$ cat config.mk
export PLATFORM = sky130hd
export DESIGN_NAME = instr_fetch_unit
export DESIGN_NICKNAME = d
export VERILOG_FILES = /design/src/rtl/fetch_pkg.sv /design/src/rtl/fetch_ctrl.sv /design/src/rtl/fetch_imem.sv /design/src/rtl/fetch_datapath.sv /design/src/rtl/instr_fetch_unit.sv
export SDC_FILE = /design/constraint.sdc
export NUM_CORES = 2
export LEC_CHECK = 0
export ABC_AREA = 1
export BUFFER_PORTS_ARGS = -buffer_cell sky130_fd_sc_hd__buf_2
export CORE_ASPECT_RATIO = 0.6
export CORE_MARGIN = 2
export CORE_UTILIZATION = 33
export CTS_CLUSTER_SIZE = 10
export DETAILED_ROUTE_END_ITERATION = 16
export GPL_TIMING_DRIVEN = 0
export PLACE_DENSITY_LB_ADDON = 0.1
export SLEW_MARGIN = 0
export SYNTH_ARGS = -nofsm -noshare
export SYNTH_HDL_FRONTEND = slang
export SYNTH_SLANG_ARGS = --single-unit
$ cat constraint.sdc
create_clock -name clk -period 7.4 [get_ports clk]
set_input_delay 1.11 -clock clk [delete_from_list [all_inputs] [get_ports clk]]
set_output_delay 1.11 -clock clk [all_outputs]
set_load 0.01 [all_outputs]
$ cat src/rtl/fetch_pkg.sv
package fetch_pkg;
  localparam int ADDR_W = 32;
  localparam int IMM_W  = 16;
  localparam int TGT_W  = 26;
  localparam int REGION_W = ADDR_W - TGT_W - 2;
  localparam logic [ADDR_W-1:0] STEP_BYTES = 32'd4;
  localparam logic [ADDR_W-1:0] RESET_PC   = 32'd0;

  typedef struct packed {
    logic takeBranch;
    logic takeJump;
  } pcSelStrobe_t;
endpackage

$ cat src/rtl/fetch_ctrl.sv
module fetch_ctrl
  import fetch_pkg::*;
(
  input  logic         branchSel,
  input  logic         equal,
  input  logic         jump,
  output pcSelStrobe_t strobe
);
  always_comb begin
    strobe.takeJump   = jump;
    strobe.takeBranch = branchSel & equal & ~jump;
  end
endmodule

$ cat src/rtl/fetch_imem.sv
module fetch_imem #(
  parameter int WORDS  = 64,
  parameter int WORD_W = 32,
  localparam int IDX_W = $clog2(WORDS)
) (
  input  logic              clk,
  input  logic              wrEn,
  input  logic [IDX_W-1:0]  wrIdx,
  input  logic [WORD_W-1:0] wrData,
  input  logic [IDX_W-1:0]  rdIdx,
  output logic [WORD_W-1:0] rdData
);
  logic [WORD_W-1:0] store [WORDS];

  for (genvar w = 0; w < WORDS; w++) begin : g_word
    always_ff @(posedge clk) begin
      if (wrEn && wrIdx == IDX_W'(w)) begin
        store[w] <= wrData;
      end
    end
  end

  assign rdData = store[rdIdx];
endmodule

$ cat src/rtl/fetch_datapath.sv
module fetch_datapath
  import fetch_pkg::*;
(
  input  logic               clk,
  input  logic               rst,
  input  pcSelStrobe_t       strobe,
  input  logic [TGT_W-1:0]   tgtField,
  output logic [ADDR_W-1:0]  pc
);
  logic [IMM_W-1:0]  immField;
  logic [ADDR_W-1:0] seqPc;
  logic [ADDR_W-1:0] brOffset;
  logic [ADDR_W-1:0] brPc;
  logic [ADDR_W-1:0] jmpPc;
  logic [ADDR_W-1:0] nextPc;

  assign immField = tgtField[IMM_W-1:0];

  // dedicated adders, kept apart from any ALU
  assign seqPc    = pc + STEP_BYTES;
  assign brOffset = {{(ADDR_W-IMM_W-2){immField[IMM_W-1]}}, immField, 2'b00};
  assign brPc     = seqPc + brOffset;
  assign jmpPc    = {pc[ADDR_W-1 -: REGION_W], tgtField, 2'b00};

  always_comb begin
    nextPc = seqPc;
    if (strobe.takeBranch) nextPc = brPc;
    if (strobe.takeJump)   nextPc = jmpPc;
  end

  always_ff @(posedge clk) begin
    if (rst) pc <= RESET_PC;
    else     pc <= nextPc;
  end
endmodule

$ cat src/rtl/instr_fetch_unit.sv
module instr_fetch_unit
  import fetch_pkg::*;
#(
  parameter int IMEM_WORDS = 64,
  localparam int IDX_W = $clog2(IMEM_WORDS)
) (
  input  logic              clk,
  input  logic              rst,
  input  logic              loadEn,
  input  logic [IDX_W-1:0]  loadAddr,
  input  logic [31:0]       loadData,
  input  logic              branchSel,
  input  logic              equal,
  input  logic              jump,
  output logic [31:0]       instr,
  output logic [31:0]       pc
);
  pcSelStrobe_t strobe;

  fetch_ctrl u_ctrl (
    .branchSel(branchSel),
    .equal    (equal),
    .jump     (jump),
    .strobe   (strobe)
  );

  fetch_imem #(.WORDS(IMEM_WORDS), .WORD_W(32)) u_imem (
    .clk   (clk),
    .wrEn  (loadEn),
    .wrIdx (loadAddr),
    .wrData(loadData),
    .rdIdx (pc[IDX_W+1:2]),
    .rdData(instr)
  );

  fetch_datapath u_dp (
    .clk     (clk),
    .rst     (rst),
    .strobe  (strobe),
    .tgtField(instr[TGT_W-1:0]),
    .pc      (pc)
  );
endmodule

==> impl_metrics.py <==
metrics = {
    "outcome": {
        "outcome": "finished with violations",
        "failed_checks": "capacitance limit, slew limit, setup timing",
    },
    "cts": {
        "cts_hold_buf": 0,
        "clk_path_buf_depth": 4,
        "clk_pin_slew_worst_paths_ns": 0.06,
        "cts_tree": "built",
        "htree_levels": 4,
        "cts_setup_buffers": 0,
        "clkSinkCount": 2078,
        "clkLatencyLatePin_ns": 0.93,
        "cts_inserted_buffers": 235,
        "root_buffer": "clkbuf_16",
    },
    "yosys": {
        "synthXorXnorAreaFrac_pct": 0.4145,
        "synth.most_common_cell": "edfxtp_1",
        "synth-seq-cells": 2078,
        "synth-compound-area-share_pct": 11.97,
        "synthMuxAreaShare_pct": 0.03578,
        "synth_top_family_by_area": "compound AO/OA/AOI/OAI gates",
        "netlist.area_leader.share_pct": 73.28,
        "synth_area_per_cell_um2": 12.84,
        "synthArstFlopShare_pct": 0,
        "synth_simple_gate_area_share_pct": 9.933,
        "ys.flop_type": "edfxtp_1",
        "synthAdderAreaFrac_pct": 0.4711,
        "synth_area_leader_cell": "edfxtp_1",
        "synthTopCellsByArea": "edfxtp_1 (73%), o21ai_0 (6.1%), nor2_1 (5.3%)",
        "ys_warn_count": 0,
        "syn_inst": 6536,
        "ys_seq_area_share_pct": 74.00,
        "synth_edf_count": 2048,
        "yosys-top-cells-count": "edfxtp_1 (2048), nor2_1 (1195), o21ai_0 (1021)",
        "ys_types": 48,
        "syn_area_um2": 83920,
    },
    "floorplan": {
        "num_rows": 143,
        "initial_core_util_pct": 33.17,
        "core_area_um2": 253000,
        "ios": 108,
        "die_w_um": 655.0,
        "die_y_um": 394.6,
        "die_area_um2": 258500,
    },
    "sta": {
        "rsz0062_at_grt": "false",
        "setup_slack_ns": -0.1512,
        "period_minus_slack_ns": 7.551,
        "setup_violations": 3,
        "relSlewSlack_pct": -8.708,
        "drv_slew": 77,
        "worst_pin_slew_ns": 1.614,
        "finalHoldViolations": 0,
        "fmax_ghz": 0.1324,
        "clock_skew_ns": 0.05892,
        "post-route-period-util_pct": 102.0,
    },
    "global_route": {
        "antenna_found_initial": 68,
        "grt_overflow": 0,
        "first_global_vias": 57293,
        "grt_pass1_wl_um": 591000,
        "grt_start_max_net_pins": 65,
        "grt_usage_pct": 34.98,
    },
    "run": {
        "drv_cap": 3,
    },
    "placed_design": {
        "place.gp.congestion": 0.9796,
        "dp_hpwl_um": 333900,
        "numPortBuffers": 103,
        "dp.cells": 10203,
    },
    "detailed_routing": {
        "drtPass1Iterations": 6,
        "first_iter_violations": 14315,
        "routedWlPerCell_um": 44.14,
        "avgViaCountPerCell": 6.228,
        "drc": 0,
        "ant_nets": 0,
        "totalWireLength_um": 463600,
        "vias": 65408,
    },
    "layout": {
        "nets": 7117,
        "area_growth_pct": 18.12,
        "finish.utilization_pct": 39.18,
        "layout.cells.non_filler": 10502,
        "drive_above_1_share_pct": 12.04,
    },
    "setup_path": {
        "worstSetupPathType": "flop to flop",
        "r2r-end": "u_dp.pc[29]",
        "slowest_delay_ns": 0.84,
        "rr_worst_depth": 21,
        "critPathRequiredTime_ns": 8.19,
        "critPathArrivalTime_ns": 8.34,
        "cp-end-kind": "flop",
        "cp_top_family": "simple AND/OR/NAND/NOR gates",
        "rrSetupSlack_ns": -0.15,
        "crit_cells": 21,
        "cp_common_cell": "nand3_1",
        "worstSetupEndpoint": "u_dp.pc[29]",
        "worst-path-max-fanout": 10,
        "rr_startpoint": "u_dp.pc[2]",
        "critPathBufInv": 6,
        "start_kind": "flop",
        "slowest_stage": "o21ai_0",
        "path_cells": "buf_6 -> buf_6 -> buf_12 -> buf_6 -> buf_2 -> nor2_1 -> o22ai_1 -> nand2_1 -> nand3_1 -> nand3_1 -> nand3_2 -> ha_1 -> nand2_1 -> nor2_1 -> a21oi_1 -> o21ai_0 -> nand4_1 -> nand3_1 -> nand3_1 -> o211ai_1 -> inv_1",
        "crit_start": "u_dp.pc[2]",
    },
    "power": {
        "powerDensity_nw_per_um2": 425.6,
        "cellLeakagePower_nw": 32.23,
        "ir_worst_vdd_mv": 0.2340,
    },
    "min_path": {
        "hp-class": "primary input to flop",
    },
}
==> stage by stage <==
stage | instance area [um^2] | TNS [ns] | total power (W) | hold slack, ns | setup WS, ns
floorplan | 83920 | 0 | 0.02076 | 0.6027 | 3.851
global placement | 88700 | -128.42 | 0.03039 | 0.6001 | -0.8090
detailed placement | 92730 | -3.999 | 0.03043 | 0.6213 | -0.7852
CTS | 98900 | 0 | 0.04070 | 0.3629 | 0.07848
global route | 99090 | 0 | 0.04267 | 0.3840 | 0.02117
finish | 99130 | -0.3839 | 0.04219 | 0.4016 | -0.1512
==> logic make-up (layout without fill, tap and decap cells) <==
| logic type | count (synthesis) | in the layout |
|---|---|---|
| flops | 2078 | 2078 |
| simple gates | 2058 | 2058 |
| compound gates | 1755 | 1755 |
| buf+inv | 572 | 1114 |
| xor+xnor | 38 | 38 |
| fa+ha+maj | 31 | 31 |
| mux | 3 | 3 |
| other cells | 1 | 18 |
==> final cells by class <==
class                   instances  area [um^2]
fillers                     24169       153900
well taps                    3407         4263
inverters                     127        476.7
clock buffers                 266         6050
plain buffers                 445         2211
multi-input cells            3887        19710
flip-flops and latches       2078        62100
diodes                         16        40.04
clock inverters                 8        91.34
repair buffers                268         4192
==> sequential cells by signal, indices dropped and copies added, names as in the netlist <==
name,count
u_imem.store,2048
u_dp.pc,30
==> how the worst min path moves through the flow <==
stage,end,slack [ns],start,cells past startpoint
2_1_floorplan,u_dp.pc[31],0.60,u_dp.pc[31],4
5_1_grt,u_imem.store[18][25],0.38,loadData[25],1
6_report,u_imem.store[18][25],0.40,loadData[25],1
3_3_place_gp,u_dp.pc[31],0.60,u_dp.pc[31],4
3_5_place_dp,u_dp.pc[31],0.62,u_dp.pc[31],4
4_1_cts,u_imem.store[18][25],0.36,loadData[25],1
==> routing by layer <==
| metal | global-route usage [%] | vias up | wire length (um) |
|---|---|---|---|
| met5 | 0.5747 | - | 603 |
| met4 | 10.03 | 26 | 16210 |
| met3 | 17.64 | 747 | 79830 |
| met2 | 43.67 | 5406 | 170700 |
| met1 | 51.79 | 33995 | 196200 |
| li1 | - | 25234 | - |
==> power by group <==
group / internal, W / switching, W
clock network: 0.00566 / 0.00485
registers: 0.0131 / 0.000137
logic: 0.00368 / 0.0148
total: 0.0224 / 0.0198
==> worst register-to-register path: stages (launching register included) <==
cell and delay (ns):
dfxtp_1 0.67, buf_6 0.39, buf_6 0.42, buf_12 0.25, buf_6 0.25, buf_2 0.56
nor2_1 0.14, o22ai_1 0.58, nand2_1 0.34, nand3_1 0.18, nand3_1 0.35, nand3_2 0.55
ha_1 0.31, nand2_1 0.12, nor2_1 0.29, a21oi_1 0.23, o21ai_0 0.84, nand4_1 0.39
nand3_1 0.17, nand3_1 0.14, o211ai_1 0.16, inv_1 0.05
==> cells in the final DEF (no fill, tap or decap), types with 155 or more instances in the layout <==
| master | n |
|---|---|
| nand3_1 | 298 |
| o221ai_1 | 155 |
| o22ai_1 | 286 |
| clkbuf_16 | 237 |
| o21ai_0 | 1021 |
| edfxtp_1 | 2048 |
| nor2_1 | 1131 |
| clkbuf_1 | 226 |
| buf_2 | 231 |
| nand2_1 | 489 |
==> timing repair <==
item                                    in CTS  in global routing
gates resized for setup                     11                 20
cloned                                       0                  0
endpoints found under the setup margin      12                  8
pin swaps                                    0                  0
(Power assumes the default switching activity.)
